[src/rtl/nsq_pkg.sv]
package nsq_pkg;
  localparam int NSUB     = 4;
  localparam int DATA_B   = 512;
  localparam int FREE_B   = 6;
  localparam int CHK_B    = 10;
  localparam int SUB_B    = DATA_B + FREE_B + CHK_B;
  localparam int SPARE_B  = NSUB * (FREE_B + CHK_B);
  localparam int SUB_W    = $clog2(NSUB);
  localparam int OFF_W    = $clog2(SUB_B);
  localparam int ADDR_W   = $clog2(NSUB * DATA_B);
  localparam int ERR_W    = 3;
  localparam int UNC_WEIGHT = 5;

  // status byte bit positions
  localparam int ST_NAND_RDY = 0;
  localparam int ST_CTL_RDY  = 1;
  localparam int ST_ECC_RDY  = 2;
  localparam int ST_CORR     = 3;
  localparam int ST_CNT_LO   = 4;
  localparam int ST_UNC      = 6;
  localparam int ST_STALL    = 7;

  typedef enum logic [2:0] {S_IDLE, S_ISSUE, S_WAIT, S_XFER, S_FIN} seq_state_e;

  // ecc_bits = status[6:3]: [3] uncorrectable, [2:1] count-1, [0] correctable
  function automatic logic [ERR_W-1:0] sub_err_count(input logic [3:0] ecc_bits,
                                                      input logic spare);
    if (ecc_bits[3])
      return spare ? ERR_W'(UNC_WEIGHT) : '0;
    else if (ecc_bits[0])
      return ERR_W'({1'b0, ecc_bits[2:1]}) + ERR_W'(1);
    else
      return '0;
  endfunction
endpackage

[src/rtl/nsq_ctrl.sv]
module nsq_ctrl
  import nsq_pkg::*;
#(
  parameter int TMO_W = 16
) (
  input  logic             clk,
  input  logic             rst_n,
  input  logic             start_i,
  input  logic             spare_i,
  input  logic [TMO_W-1:0] limit_i,
  input  logic             ready_i,
  input  logic             unc_i,
  input  logic             in_vld_i,
  output logic             dec_go_o,
  output logic [SUB_W-1:0] sub_o,
  output logic [OFF_W-1:0] off_o,
  output logic             xfer_o,
  output logic             spare_o,
  output logic             busy_o,
  output logic             done_o,
  output logic             fail_o,
  output logic             stall_o,
  output logic             clr_o,
  output logic             upd_o
);
  localparam logic [OFF_W-1:0] OFF_LAST = OFF_W'(SUB_B - 1);
  localparam logic [SUB_W-1:0] SUB_LAST = SUB_W'(NSUB - 1);

  seq_state_e       state_q, state_d;
  logic [SUB_W-1:0] sub_q, sub_d;
  logic [OFF_W-1:0] off_q, off_d;
  logic [TMO_W-1:0] timer_q, timer_d;
  logic             spare_q, spare_d;
  logic             fail_q, fail_d;
  logic             stall_q, stall_d;
  logic             clr, upd;

  always_comb begin
    state_d = state_q;
    sub_d   = sub_q;
    off_d   = off_q;
    timer_d = timer_q;
    spare_d = spare_q;
    fail_d  = fail_q;
    stall_d = stall_q;
    clr     = 1'b0;
    upd     = 1'b0;
    unique case (state_q)
      S_IDLE: begin
        if (start_i) begin
          state_d = S_ISSUE;
          sub_d   = '0;
          spare_d = spare_i;
          fail_d  = 1'b0;
          stall_d = 1'b0;
          clr     = 1'b1;
        end
      end
      S_ISSUE: begin
        timer_d = '0;
        state_d = S_WAIT;
      end
      S_WAIT: begin
        if (ready_i) begin
          if (unc_i && !spare_q) begin
            fail_d  = 1'b1;
            state_d = S_FIN;
          end else begin
            upd     = 1'b1;
            off_d   = '0;
            state_d = S_XFER;
          end
        end else if (timer_q == limit_i) begin
          stall_d = 1'b1;
          state_d = S_FIN;
        end else begin
          timer_d = timer_q + TMO_W'(1);
        end
      end
      S_XFER: begin
        if (in_vld_i) begin
          if (off_q == OFF_LAST) begin
            if (sub_q == SUB_LAST) begin
              state_d = S_FIN;
            end else begin
              sub_d   = sub_q + SUB_W'(1);
              state_d = S_ISSUE;
            end
          end else begin
            off_d = off_q + OFF_W'(1);
          end
        end
      end
      S_FIN:   state_d = S_IDLE;
      default: state_d = S_IDLE;
    endcase
  end

  always_ff @(posedge clk or negedge rst_n) begin
    if (!rst_n) begin
      state_q <= S_IDLE;
      sub_q   <= '0;
      off_q   <= '0;
      timer_q <= '0;
      spare_q <= 1'b0;
      fail_q  <= 1'b0;
      stall_q <= 1'b0;
    end else begin
      state_q <= state_d;
      sub_q   <= sub_d;
      off_q   <= off_d;
      timer_q <= timer_d;
      spare_q <= spare_d;
      fail_q  <= fail_d;
      stall_q <= stall_d;
    end
  end

  assign dec_go_o = (state_q == S_ISSUE);
  assign sub_o    = sub_q;
  assign off_o    = off_q;
  assign xfer_o   = (state_q == S_XFER) && in_vld_i;
  assign spare_o  = spare_q;
  assign busy_o   = (state_q != S_IDLE);
  assign done_o   = (state_q == S_FIN);
  assign fail_o   = fail_q;
  assign stall_o  = stall_q;
  assign clr_o    = clr;
  assign upd_o    = upd;

  a_r2_go_pulse: assert property (@(posedge clk) disable iff (!rst_n)
    dec_go_o |=> !dec_go_o);
  a_r11_done_pulse: assert property (@(posedge clk) disable iff (!rst_n)
    done_o |=> !done_o);
  a_r4_abort_now: assert property (@(posedge clk) disable iff (!rst_n)
    (state_q == S_WAIT && ready_i && unc_i && !spare_q) |=> (done_o && fail_o && !stall_o));
  a_r9_stall_end: assert property (@(posedge clk) disable iff (!rst_n)
    (state_q == S_WAIT && !ready_i && timer_q == limit_i) |=> (done_o && stall_o));
  a_r9_flags_excl: assert property (@(posedge clk) disable iff (!rst_n)
    !(fail_o && stall_o));
endmodule

[src/rtl/nsq_err_merge.sv]
module nsq_err_merge
  import nsq_pkg::*;
(
  input  logic             clk,
  input  logic             rst_n,
  input  logic             clr_i,
  input  logic             upd_i,
  input  logic             spare_i,
  input  logic [3:0]       ecc_bits_i,
  output logic [ERR_W-1:0] max_o
);
  logic [ERR_W-1:0] max_q, max_d, sub_cnt;

  assign sub_cnt = sub_err_count(ecc_bits_i, spare_i);

  always_comb begin
    max_d = max_q;
    if (clr_i)
      max_d = '0;
    else if (upd_i && (sub_cnt > max_q))
      max_d = sub_cnt;
  end

  always_ff @(posedge clk or negedge rst_n) begin
    if (!rst_n) max_q <= '0;
    else        max_q <= max_d;
  end

  assign max_o = max_q;

  a_r3_no_drop: assert property (@(posedge clk) disable iff (!rst_n)
    !clr_i |=> (max_o >= $past(max_o)));
  a_r3_covers_sub: assert property (@(posedge clk) disable iff (!rst_n)
    (upd_i && !clr_i) |=> (max_o >= $past(sub_cnt)));
  a_r5_bounded: assert property (@(posedge clk) disable iff (!rst_n)
    max_o <= ERR_W'(UNC_WEIGHT));
endmodule

[src/rtl/nsq_spare_map.sv]
module nsq_spare_map
  import nsq_pkg::*;
(
  input  logic              clk,
  input  logic              rst_n,
  input  logic              vld_i,
  input  logic              spare_mode_i,
  input  logic [SUB_W-1:0]  sub_i,
  input  logic [OFF_W-1:0]  off_i,
  input  logic [7:0]        byte_i,
  output logic              out_vld_o,
  output logic              out_spare_o,
  output logic [ADDR_W-1:0] out_addr_o,
  output logic [7:0]        out_byte_o
);
  localparam int DB_W = $clog2(DATA_B);

  logic [ADDR_W-1:0] data_addr, free_addr, chk_addr, addr_d;
  logic              in_data, in_free, keep, spare_d;

  generate
    if ((1 << DB_W) == DATA_B) begin : g_pow2
      assign data_addr = ADDR_W'({sub_i, off_i[DB_W-1:0]});
    end else begin : g_mul
      assign data_addr = ADDR_W'(int'(sub_i) * DATA_B + int'(off_i));
    end
  endgenerate

  assign free_addr = ADDR_W'(int'(sub_i) * FREE_B + int'(off_i) - DATA_B);
  assign chk_addr  = ADDR_W'(NSUB * FREE_B + int'(sub_i) * CHK_B
                             + int'(off_i) - DATA_B - FREE_B);

  always_comb begin
    in_data = (off_i < OFF_W'(DATA_B));
    in_free = !in_data && (off_i < OFF_W'(DATA_B + FREE_B));
    keep    = vld_i && !(in_data && spare_mode_i);
    spare_d = !in_data;
    if (in_data)      addr_d = data_addr;
    else if (in_free) addr_d = free_addr;
    else              addr_d = chk_addr;
  end

  always_ff @(posedge clk or negedge rst_n) begin
    if (!rst_n) begin
      out_vld_o   <= 1'b0;
      out_spare_o <= 1'b0;
      out_addr_o  <= '0;
      out_byte_o  <= '0;
    end else begin
      out_vld_o <= keep;
      if (keep) begin
        out_spare_o <= spare_d;
        out_addr_o  <= addr_d;
        out_byte_o  <= byte_i;
      end
    end
  end

  a_r7_spare_range: assert property (@(posedge clk) disable iff (!rst_n)
    (out_vld_o && out_spare_o) |-> (out_addr_o < ADDR_W'(SPARE_B)));
  a_r8_no_data: assert property (@(posedge clk) disable iff (!rst_n)
    (vld_i && spare_mode_i) |=> (!out_vld_o || out_spare_o));
endmodule

[src/rtl/nand_subpage_seq.sv]
module nand_subpage_seq
  import nsq_pkg::*;
#(
  parameter int TMO_W = 16
) (
  input  logic              clk,
  input  logic              rst_n,
  input  logic              start_i,
  input  logic              spare_mode_i,
  input  logic [TMO_W-1:0]  stall_limit_i,
  output logic              dec_go_o,
  output logic [SUB_W-1:0]  dec_sub_o,
  input  logic [7:0]        dec_status_i,
  input  logic              in_vld_i,
  input  logic [7:0]        in_byte_i,
  output logic              out_vld_o,
  output logic              out_spare_o,
  output logic [ADDR_W-1:0] out_addr_o,
  output logic [7:0]        out_byte_o,
  output logic              busy_o,
  output logic              done_o,
  output logic              fail_o,
  output logic              stall_o,
  output logic [ERR_W-1:0]  max_err_o,
  output logic [7:0]        page_status_o
);
  logic [OFF_W-1:0] off;
  logic             xfer, spare_q, clr, upd;
  logic             unused_status_bits;

  assign unused_status_bits = ^{dec_status_i[ST_NAND_RDY], dec_status_i[ST_ECC_RDY],
                                dec_status_i[ST_STALL]};

  nsq_ctrl #(.TMO_W(TMO_W)) u_ctrl (
    .clk      (clk),
    .rst_n    (rst_n),
    .start_i  (start_i),
    .spare_i  (spare_mode_i),
    .limit_i  (stall_limit_i),
    .ready_i  (dec_status_i[ST_CTL_RDY]),
    .unc_i    (dec_status_i[ST_UNC]),
    .in_vld_i (in_vld_i),
    .dec_go_o (dec_go_o),
    .sub_o    (dec_sub_o),
    .off_o    (off),
    .xfer_o   (xfer),
    .spare_o  (spare_q),
    .busy_o   (busy_o),
    .done_o   (done_o),
    .fail_o   (fail_o),
    .stall_o  (stall_o),
    .clr_o    (clr),
    .upd_o    (upd)
  );

  nsq_err_merge u_merge (
    .clk        (clk),
    .rst_n      (rst_n),
    .clr_i      (clr),
    .upd_i      (upd),
    .spare_i    (spare_q),
    .ecc_bits_i (dec_status_i[ST_UNC:ST_CORR]),
    .max_o      (max_err_o)
  );

  nsq_spare_map u_map (
    .clk          (clk),
    .rst_n        (rst_n),
    .vld_i        (xfer),
    .spare_mode_i (spare_q),
    .sub_i        (dec_sub_o),
    .off_i        (off),
    .byte_i       (in_byte_i),
    .out_vld_o    (out_vld_o),
    .out_spare_o  (out_spare_o),
    .out_addr_o   (out_addr_o),
    .out_byte_o   (out_byte_o)
  );

  always_comb begin
    page_status_o = '0;
    page_status_o[ST_NAND_RDY] = !busy_o;
    page_status_o[ST_CTL_RDY]  = !busy_o;
    page_status_o[ST_ECC_RDY]  = !busy_o;
    page_status_o[ST_CORR]     = (max_err_o != '0);
    if (max_err_o == '0)
      page_status_o[ST_CNT_LO +: 2] = 2'd0;
    else if (max_err_o >= ERR_W'(4))
      page_status_o[ST_CNT_LO +: 2] = 2'd3;
    else
      page_status_o[ST_CNT_LO +: 2] = 2'(max_err_o - ERR_W'(1));
    page_status_o[ST_UNC]   = fail_o || (max_err_o == ERR_W'(UNC_WEIGHT));
    page_status_o[ST_STALL] = stall_o;
  end

  a_r10_idle_after_done: assert property (@(posedge clk) disable iff (!rst_n)
    done_o |=> (page_status_o[ST_CTL_RDY] && !busy_o));
  a_r11_hold_results: assert property (@(posedge clk) disable iff (!rst_n)
    (!busy_o && !start_i) |=> ($stable(max_err_o) && $stable(fail_o) && $stable(stall_o)));
endmodule

[config.mk]
export PLATFORM = sky130hd
export DESIGN_NAME = nand_subpage_seq
export DESIGN_NICKNAME = d
export VERILOG_FILES = /design/src/rtl/nsq_pkg.sv /design/src/rtl/nsq_ctrl.sv /design/src/rtl/nsq_err_merge.sv /design/src/rtl/nsq_spare_map.sv /design/src/rtl/nand_subpage_seq.sv
export SDC_FILE = /design/constraint.sdc
export NUM_CORES = 1
export LEC_CHECK = 0
export CAP_MARGIN = 0
export CORE_MARGIN = 1
export CORE_UTILIZATION = 52
export CTS_BUF_LIST = sky130_fd_sc_hd__clkbuf_16
export DETAILED_ROUTE_END_ITERATION = 8
export PLACE_DENSITY = 0.82
export SETUP_SLACK_MARGIN = 0.02
export SLEW_MARGIN = 20
export SYNTH_ARGS = -nofsm -noshare
export SYNTH_HDL_FRONTEND = slang
export SYNTH_SLANG_ARGS = --single-unit
export TNS_END_PERCENT = 1
[constraint.sdc]
create_clock -name clk -period 2.3 [get_ports clk]
set_input_delay 0.23 -clock clk [delete_from_list [all_inputs] [get_ports clk]]
set_output_delay 0.23 -clock clk [all_outputs]
set_load 0.05 [all_outputs]
==> results of run 1 <==
logic make-up after synthesis:
| group | count (synthesis) | share of synthesized area (%) |
|---|---|---|
| multiplexers | 18 | 5.16 |
| AND/OR/NAND/NOR | 150 | 21.1 |
| buffers and inverters | 45 | 5.13 |
| AO/OA/AOI/OAI | 79 | 14.4 |
| XOR/XNOR | 28 | 6.62 |
| adder cells (fa/ha/maj) | 24 | 8.50 |
| flip-flops | 58 | 39.1 |
layer usage:
metal | up-vias | GRT usage, % | routed length [um]
met1 | 1650 | 35.9 | 4090
met2 | 110 | 42.7 | 4460
met5 | - | 0 | 0
met4 | 0 | 8.03 | 110
li1 | 1617 | - | -
met3 | 12 | 7.33 | 509
final cells by class:
class                   count  area [um^2]  share of cell area (%)
inverters                  30          113                    2.26
well taps                  96          120                    2.41
clock buffers               9          225                    4.52
multi-input cells         299         2080                    41.7
flip-flops and latches     58         1450                    29.1
clock inverters             7         85.1                    1.71
repair buffers             97          913                    18.3
worst min path at each step:
stage,slack (ns),end,start
6_report,0.39,u_ctrl.timer_q[13]$_DFFE_PN0P_,rst_n
5_1_grt,0.46,u_ctrl.timer_q[13]$_DFFE_PN0P_,rst_n
4_1_cts,0.42,u_ctrl.timer_q[13]$_DFFE_PN0P_,rst_n
3_5_place_dp,0.23,u_ctrl.timer_q[13]$_DFFE_PN0P_,rst_n
3_3_place_gp,0.22,u_ctrl.timer_q[13]$_DFFE_PN0P_,rst_n
2_1_floorplan,-0.07,u_ctrl.fail_o$_DFFE_PN0P_,rst_n
cell usage in the layout (no fill, tap or decap), drive strengths merged, types with 3 or more instances in the layout:
master         instances
clkdlybuf4s50         63
buf                   27
dlygate4sd2            4
or4                    3
nor3                  11
nand2b                 3
or2                    5
nor2                  34
o211ai                 4
nand2                 40
a22oi                  4
a21oi                 22
nand4                 13
and3                   3
a31oi                  5
clkinv                 4
xor2                  20
o31ai                  4
ha                    22
o22ai                  3
and4                   3
mux2                   9
nor4                   6
dfrtp                 58
a31o                   7
o21ai                 11
xnor2                  8
nor2b                  5
inv                   31
a21o                   5
a211oi                 6
nand3                 13
clkbuf                 9
mux2i                  9
and2                   3
through the flow:
| stage | setup TNS [ns] | utilization, % |
|---|---|---|
| 4_1_cts | 0 | 72.7 |
| 2_1_floorplan | -0.486 | - |
| 6_report | 0 | 72.9 |
| 5_1_grt | -0.0554 | 72.9 |
| 3_5_place_dp | -0.410 | 68.1 |
| 3_3_place_gp | -0.0873 | 68.1 |
worst max-delay path, cell delays in order (launching register included):
cell and delay, ns:
dfrtp_1 0.37, inv_1 0.10, ha_1 0.20, inv_1 0.06
ha_1 0.18, inv_1 0.06, fa_1 0.41, nor2b_1 0.13
o21ai_0 0.12, a211oi_2 0.25, xnor2_1 0.15, a21oi_1 0.08
registers in the layout, indices dropped and copies added (netlist names):
signal             count
u_ctrl.fail_o          1
u_ctrl.off_o          10
u_ctrl.spare_o         1
u_ctrl.stall_o         1
u_ctrl.state_q         3
u_ctrl.sub_o           2
u_ctrl.timer_q        16
u_map.out_addr_o      11
u_map.out_byte_o       8
u_map.out_spare_o      1
u_map.out_vld_o        1
u_merge.max_o          3
power breakdown:
part           total (mW)  switching, mW  leakage (nW)  internal [mW]
Combinational        2.55           1.65          1.40          0.895
Sequential           1.46          0.219         0.776           1.25
Clock                1.41          0.477         0.156          0.935
Total                5.42           2.35          2.34           3.08
repair_timing:
action,in CTS,in global routing
hold endpoints to repair,21,0
resized for setup,4,3
hold buffers,1,0
endpoints found under the setup margin,5,5
buffers inserted,0,1
pin swaps,1,0
==> metrics.txt, run 1 <==
synthesized area per cell=9.22 um^2; largest net degree at the start of global routing=24; fillers=521; CP max FO=3; Synth-to-Final Area Change=34.4%; initial antenna violation count=0; Leak Pwr=2.34 nW; total track usage=26.8%; Die Span X=86.4 um; final setup fails=0; DIE HEIGHT=86.4 um; # IOs=76; syn nets=463; post-synth top area cell=dfrtp_1; DRT Wirelength=9170 um; Synth top cells by count=dfrtp_1, nand2_1, nor2_1; Clk Latency, worst-skew pair=0.33 ns; WL per Instance=15.4 um; WHS=0.394 ns; Hold WC Path Type=input pin to async pin; count leader, synth=dfrtp_1; sequential area share after synthesis=39.1%; Synth Warn #=0; Design Power=5.42 mW; drt drc=0; worst r2r src=u_ctrl.sub_o[0]$_DFFE_PN0P_; worst endpoint required time=2.50 ns; cell area power density=1090 nW/um^2; maxcap violations=0; routability cong.=0.858; Pre-Repair DR Iteration Count=5; Area contributors post-synth=dfrtp_1, ha_1, xor2_1; final worst setup slack=0.0577 ns; Reg clk slew, reported paths=0.06 ns; DR vias/cell=5.69; die area=7470 um^2; CTS tree=built; Num CTS Buffers=9; Via Count=3389; Placement Setup Slack=-0.144 ns; Detail Placement HPWL=6670 um; vias in the first global route=3287; Tcrit/Tclk final=97.5%; post-synthesis cell count=402; share of cells above drive strength 1=14.0%; Final min period=2.24 ns; Post-synth EDFFs=0; crit path to=u_map.out_addr_o[8]$_DFFE_PN0P_; Max Fclk=446 MHz; r2r endpoint=u_map.out_addr_o[8]$_DFFE_PN0P_; Worst Reg-to-Reg Cells=11; Worst Setup SP=u_ctrl.sub_o[0]$_DFFE_PN0P_; clk sink count=58; status=complete, no violations; H-tree depth=3; count of different cell masters after synthesis=52; Fin. Hold Viols=0; Cell Count, Final, Fillers Out=596; Seq cells post-synth=58; first-pass GRT wire length=15400 um; FF-to-FF setup slack=0.06 ns; CP arrival=2.45 ns; post-synth design cell area=3710 um^2; port bufs=72; number of routed nets with antenna violations=0; clk buf depth=2; Initial Util=54.3%; fin area=4980 um^2; Worst slew margin=65.6%; crit end category=flip-flop; Root Driver=clkbuf_16; Synth top area share=39.1%; Final nets=556; fin. max-slew vios=0; WS Path Type=flip-flop to flip-flop; DR iter-0 viols=231; Max VDD drop=0.000817 V; Cell Area, Placed=4650 um^2; RSZ-0062 raised after global routing=true; clock skew=0.00757 ns; asr flop ratio synth=100%; GRT overflow=0; dpl cells=578; pin slew with the least headroom to its limit=0.517 ns; type of origin of the critical path=flip-flop; placement row count=30; Core ar.=6830 um^2; Top FF cell, synth=dfrtp_1; antenna cells=0
Power figures use the tool's default switching activity.
==> run 2: changes to the inputs <==
--- a/config.mk
+++ b/config.mk
@@ -7,10 +7,10 @@
 export LEC_CHECK = 0
 export CAP_MARGIN = 0
 export CORE_MARGIN = 1
-export CORE_UTILIZATION = 52
+export CORE_UTILIZATION = 47
 export CTS_BUF_LIST = sky130_fd_sc_hd__clkbuf_16
 export DETAILED_ROUTE_END_ITERATION = 8
-export PLACE_DENSITY = 0.82
+export PLACE_DENSITY = 0.78
 export SETUP_SLACK_MARGIN = 0.02
 export SLEW_MARGIN = 20
 export SYNTH_ARGS = -nofsm -noshare
==> constraint.sdc (replaced) <==
create_clock -name clk -period 1.9 [get_ports clk]
set_input_delay 0.19 -clock clk [delete_from_list [all_inputs] [get_ports clk]]
set_output_delay 0.19 -clock clk [all_outputs]
set_load 0.05 [all_outputs]
==> run 2 against run 1 <==
Non-clock buffer count increased by 38. Cell count increased by 7.0%. Critical path type unchanged. The flow now finishes with violations (setup timing). Sequential power grew 19%. Critical endpoint unchanged. First-iteration DRC count down 36%. Die area grew 10%. Clock power rose by 8%. Register-to-register slack got worse by 0.23 ns. Combinational power up 46%. Sequential share of layout area down 2.8 points. Worst setup slack lost 0.23 ns. Wire length is 11% higher. Design area grew 11%.
==> metrics.txt, run 2 (synthesized netlist as in run 1, its figures left out) <==
Placement Setup Slack=-0.477 ns (-0.332 ns); CP dominant cell by count=ha_4; Root Driver=clkbuf_16; GRT overflow=0 (unchanged); Reg clk slew, reported paths=0.06 ns (about the same); violated checks=setup timing; Cell Area, Placed=5090 um^2 (+9.4%); Synth-to-Final Area Change=49.7%; final worst setup slack=-0.175 ns (-0.233 ns); DR iter-0 viols=147 (-36%); RSZ-0062 raised after global routing=true; number of routed nets with antenna violations=0 (unchanged); vias in the first global route=3419 (+4.0%); CTS tree=built; die area=8250 um^2 (+10%); routability cong.=0.898 (+4.7%); maxcap violations=0 (unchanged); Most flops, register=u_ctrl.timer_q; cell area power density=1260 nW/um^2 (+16%); placement row count=32 (+6.7%); DR vias/cell=5.56 (-2.3%); H-tree depth=3 (unchanged); WL per Instance=16.0 um (+3.7%); antenna cells=0 (unchanged); Pre-Repair DR Iteration Count=5 (unchanged); Tcrit/Tclk final=109% (+12 points); CP cell instances=ha_4 -> ha_4 -> inv_2 -> fa_2 -> nor2b_1 -> o21ai_2 -> a211oi_2 -> xnor2_1 -> a21oi_1; Core ar.=7690 um^2 (+13%); Fin. Hold Viols=0 (unchanged); Hold WC Path Type=input pin to async pin; Final min period=2.07 ns (-0.167 ns); first-pass GRT wire length=16400 um (+6.7%); Leak Pwr=2.57 nW (+10%); DRT Wirelength=10200 um (+11%); clock skew=0.00806 ns (+0.000491 ns); Slowest cell on crit path=dfrtp_4; type of origin of the critical path=flip-flop; Detail Placement HPWL=7360 um (+10%); fin. max-slew vios=0 (unchanged); WS Path Type=flip-flop to flip-flop; clk sink count=58 (unchanged); pin slew with the least headroom to its limit=0.542 ns (+0.0251 ns); Clk Latency, worst-skew pair=0.33 ns (about the same); initial antenna violation count=0 (unchanged); Max Fclk=482 MHz (+8.1%); crit end category=flip-flop; total track usage=25.1% (-1.7 points); largest net degree at the start of global routing=35 (+46%); fin area=5550 um^2 (+11%); CP max FO=5 (+2); drt drc=0 (unchanged); Max VDD drop=0.000945 V (+16%); Largest stage delay, worst path=0.51 ns (+0.10 ns); share of cells above drive strength 1=28.4% (+14 points); Final nets=594 (+6.8%); Num CTS Buffers=9 (unchanged); Initial Util=48.2% (-6.0 points); Die Span X=90.8 um (+5.1%); Via Count=3546 (+4.6%); port bufs=72 (unchanged); worst endpoint required time=2.11 ns (-0.39 ns); Worst slew margin=63.8% (-1.8 points); CP arrival=2.28 ns (-0.17 ns); clk buf depth=2 (unchanged); Buf/Inv on CP=1 (-2); # IOs=76 (unchanged); Crit path max-delay family=adder cells; status=finished, violations left; max reg flops=16 (unchanged); DIE HEIGHT=90.8 um (+5.1%); commonest non-fill, non-tap cell in the layout=buf_4; final setup fails=9 (+9); most frequent cells in the layout=buf_4, clkdlybuf4s50_1, dfrtp_1, nand2_1, nor2_1
## run 2: stage by stage
step	total power, mW	hold slack [ns]	utilization [%]	cells	setup TNS (ns)
CTS	6.93	0.372	70.7	637	-1.06
global route	7.32	0.392	72.2	638	-1.92
detailed placement	5.37	0.175	66.2	620	-3.43
floorplan	3.93	-0.106	-	402	-1.97
finish	6.99	0.350	72.2	638	-0.793
global placement	5.29	0.169	66.2	620	-2.41
## run 2: power by group
| part | switching [mW] | leakage, nW | internal [mW] | total [mW] |
|---|---|---|---|---|
| logic | 2.21 | 1.66 | 1.52 | 3.73 |
| clock network | 0.541 | 0.136 | 0.984 | 1.52 |
| registers | 0.228 | 0.769 | 1.51 | 1.74 |
| total | 2.98 | 2.57 | 4.02 | 6.99 |
## run 2: repair_timing
action	4_1_cts	5_1_grt
hold buffers	1	0
setup buffers	2	1
pin swaps	12	7
hold endpoints to repair	16	0
endpoints found under the setup margin	25	32
gates resized for setup	13	25
cloned	0	0
## run 2: metal layers
| metal | up-vias | share of wire, % | global-route usage [%] |
|---|---|---|---|
| li1 | 1698 | - | - |
| met1 | 1718 | 43 | 32.3 |
| met2 | 112 | 50 | 42.2 |
| met3 | 18 | 5.3 | 4.04 |
| met4 | 0 | 1.9 | 10.2 |
| met5 | - | 0 | 0 |
## run 2: worst reg2reg max path, delay by kind of cell, from the launching register on
kind | cells | cell delay, ns
buf+inv | 1 | 0.04
simple gates | 1 | 0.15
fa+ha+maj | 3 | 0.77
xor+xnor | 1 | 0.15
compound gates | 3 | 0.36
flops | 1 | 0.51
## run 2: final cells by class
| type | count | area, um^2 |
|---|---|---|
| Multi-Input combinational cell | 299 | 2270 |
| Fill cell | 586 | 2140 |
| Sequential cell | 58 | 1460 |
| Timing Repair Buffer | 135 | 1300 |
| Clock buffer | 9 | 225 |
| Tap cell | 102 | 128 |
| Inverter | 30 | 115 |
| Clock inverter | 5 | 47.5 |
## run 2: worst paths after layout
path	from	endpoint	slack, ns	cells past startpoint
hold reg to reg	u_map.out_spare_o$_DFFE_PN0P_	u_map.out_spare_o$_DFFE_PN0P_	0.48	2
setup / recovery	u_ctrl.sub_o[1]$_DFFE_PN0P_	u_map.out_addr_o[8]$_DFFE_PN0P_	-0.17	9
hold / removal	rst_n	u_ctrl.timer_q[13]$_DFFE_PN0P_	0.35	2
setup reg to reg	u_ctrl.sub_o[1]$_DFFE_PN0P_	u_map.out_addr_o[8]$_DFFE_PN0P_	-0.17	9
max in group asynchronous	rst_n	u_ctrl.off_o[4]$_DFFE_PN0P_	0.99	3
min in group clk	spare_mode_i	u_ctrl.spare_o$_DFFE_PN0P_	0.42	3
==> run 3: changes to the inputs <==
--- a/config.mk
+++ b/config.mk
@@ -10,6 +10,7 @@
 export CORE_UTILIZATION = 47
 export CTS_BUF_LIST = sky130_fd_sc_hd__clkbuf_16
 export DETAILED_ROUTE_END_ITERATION = 8
+export GPL_ROUTABILITY_DRIVEN = 0
 export PLACE_DENSITY = 0.78
 export SETUP_SLACK_MARGIN = 0.02
 export SLEW_MARGIN = 20
==> run 3 against run 2 <==
The flow still finishes with violations (setup timing). Critical path depth unchanged. Global-route usage grew 1.0 points. Utilization is 1.3 points higher. Power up 6.2%. First-iteration DRC count increased by 24%. Clock-buffer cell count is the same. Combinational power barely moved. Worst setup slack lost 0.016 ns. Design area is 1.8% higher. Clock power rose by 26%. Non-clock buffer count down 3. Sequential share of layout area fell by 0.48 points. Critical path type unchanged. Largest cell class unchanged. Largest power group unchanged. Highest routed layer unchanged.
==> metrics.txt, run 3 (synthesized netlist as in run 1, its figures left out) <==
violated checks=setup timing; Worst slew margin=61.8% (-1.9 points); Int Power=4.33 mW (+7.8%); vias in the first global route=3692 (+8.0%); Largest stage delay, worst path=0.51 ns (about the same); Final nets=591 (-0.51%); largest net degree at the start of global routing=35 (unchanged); total track usage=26.1% (+1.0 points); CP arrival=2.30 ns (+0.02 ns); Detail Placement HPWL=7230 um (-1.7%); cell area power density=1310 nW/um^2 (+4.4%); Reg clk slew, reported paths=0.06 ns (about the same); Pre-Repair DR Iteration Count=5 (unchanged); pin slew with the least headroom to its limit=0.572 ns (+0.0307 ns); Worst Reg-to-Reg Cells=9 (unchanged); DRT Wirelength=10400 um (+2.3%); net switching power=3.10 mW (+4.0%); Via Count=3610 (+1.8%); CP cell instances=ha_4 -> ha_4 -> inv_2 -> fa_2 -> nor2b_1 -> o21ai_2 -> a211oi_2 -> xnor2_1 -> a21oi_1; fin. max-slew vios=0 (unchanged); Gate power share=50.6% (-2.7 points); Seq pwr share=23.6% (-1.3 points); CP dominant cell by count=ha_4; Die Span X=90.8 um (unchanged); Initial Util=48.2% (unchanged); Placement Setup Slack=-0.490 ns (-0.0136 ns); crit end category=flip-flop; most frequent cells in the layout=clkdlybuf4s50_1, buf_4, dfrtp_1, nand2_1, nor2_1; Cell Count, Final, Fillers Out=637 (-0.16%); die area=8250 um^2 (unchanged); r2r endpoint=u_map.out_addr_o[8]$_DFFE_PN0P_; worst r2r src=u_ctrl.sub_o[1]$_DFFE_PN0P_; type of origin of the critical path=flip-flop; WS Path Type=flip-flop to flip-flop; CTS tree=built; Fin. Hold Viols=0 (unchanged); Leak Pwr=2.56 nW (-0.37%); DIE HEIGHT=90.8 um (unchanged); status=finished, violations left; share of cells above drive strength 1=29.5% (+1.2 points); CP max FO=2 (-3); Most flops, register=u_ctrl.timer_q; max reg flops=16 (unchanged); placement row count=32 (unchanged); clk buf depth=2 (unchanged); FF-to-FF setup slack=-0.19 ns (-0.02 ns); Hold WC Path Type=input pin to async pin; number of routed nets with antenna violations=0 (unchanged); Slowest cell on crit path=dfrtp_4; H-tree depth=3 (unchanged); DR iter-0 viols=183 (+24%); Num CTS Buffers=9 (unchanged); dpl cells=615 (-0.81%); final worst setup slack=-0.191 ns (-0.0163 ns); setup TNS=-1.56 ns (-0.766 ns); fillers=523 (-11%); Clk Latency, worst-skew pair=0.33 ns (about the same); Final Util=73.5% (+1.3 points); DR vias/cell=5.67 (+2.0%); WL per Instance=16.4 um (+2.5%); port bufs=72 (unchanged); Sw Share=41.7% (-0.88 points); drt drc=0 (unchanged); Tcrit/Tclk final=110% (+0.86 points); clk sink count=58 (unchanged); commonest non-fill, non-tap cell in the layout=clkdlybuf4s50_1; Max Fclk=478 MHz (-0.78%); Core ar.=7690 um^2 (unchanged); Clk pwr share=25.8% (+4.0 points); RSZ-0062 raised after global routing=true; first-pass GRT wire length=17200 um (+4.5%); clock skew=0.00508 ns (-0.00298 ns); Synth-to-Final Area Change=52.3%; Max VDD drop=0.00105 V (+11%); # IOs=76 (unchanged); Final min period=2.09 ns (+0.0163 ns); maxcap violations=0 (unchanged); antenna cells=0 (unchanged); initial antenna violation count=0 (unchanged); final setup fails=20 (+11); Root Driver=clkbuf_16; GRT overflow=0 (unchanged); worst endpoint required time=2.11 ns (about the same)
[run 3: per-layer routing]
metal	routed length (um)	share of wire (%)	track usage (%)	vias up
met5	0	0	0	-
met4	196	1.9	10.2	0
met3	614	5.9	4.97	20
met2	5200	50	44.9	159
met1	4400	42	32.3	1742
li1	-	-	-	1689
[run 3: final cells by class]
type | count | area [um^2] | area share (%)
clock buffer | 9 | 225 | 3.99
clock inverter | 7 | 125 | 2.22
inverter | 30 | 115 | 2.04
multi-input combinational | 299 | 2320 | 41.1
sequential | 58 | 1460 | 25.8
tap | 102 | 128 | 2.26
timing repair buffer | 132 | 1280 | 22.6
[run 3: per-stage QoR]
| step | area [um^2] | power [mW] | hold slack, ns |
|---|---|---|---|
| finish | 5650 | 7.43 | 0.342 |
| global route | 5650 | 7.77 | 0.379 |
| CTS | 5550 | 7.37 | 0.350 |
| detailed placement | 5040 | 5.35 | 0.162 |
| global placement | 5040 | 5.25 | 0.164 |
| floorplan | 3780 | 3.93 | -0.106 |
[run 3: worst max-delay path by stage]
stage | from | endpoint | slack (ns) | cells after the start
6_report | u_ctrl.sub_o[1]$_DFFE_PN0P_ | u_map.out_addr_o[8]$_DFFE_PN0P_ | -0.19 | 9
5_1_grt | u_ctrl.sub_o[1]$_DFFE_PN0P_ | u_map.out_addr_o[4]$_DFFE_PN0P_ | -0.27 | 8
4_1_cts | u_ctrl.sub_o[1]$_DFFE_PN0P_ | u_map.out_addr_o[4]$_DFFE_PN0P_ | -0.20 | 9
3_5_place_dp | dec_status_i[4] | u_merge.max_o[2]$_DFFE_PN0P_ | -0.49 | 9
3_3_place_gp | dec_status_i[4] | u_merge.max_o[1]$_DFFE_PN0P_ | -0.40 | 9
2_1_floorplan | u_ctrl.sub_o[1]$_DFFE_PN0P_ | u_map.out_addr_o[8]$_DFFE_PN0P_ | -0.21 | 9
[run 3: timing repair]
item | CTS | global route
gates resized for setup | 20 | 23
pin swaps | 10 | 16
hold endpoints to repair | 16 | 0
cloned | 0 | 0
hold buffers | 1 | 0
setup buffers | 6 | 1
setup endpoints to repair | 24 | 36
[run 3: power groups by stage]
stage	Clock, mW	Sequential [mW]	Combinational, mW
3_3_place_gp	0	1.74	3.52
5_1_grt	2.00	1.79	3.98
3_5_place_dp	0	1.75	3.59
4_1_cts	1.93	1.75	3.70
2_1_floorplan	0	2.38	1.54
6_report	1.92	1.76	3.75
[run 3: worst max-delay path, delay by kind of cell (launching register included)]
kind,cells,cell delay [ns]
xor gates and xnor gates,1,0.14
and+or+nand+nor,1,0.16
buffers and inverters,1,0.04
DFF,1,0.51
AOI/OAI and AO/OA,3,0.36
adders and majority gates,3,0.77
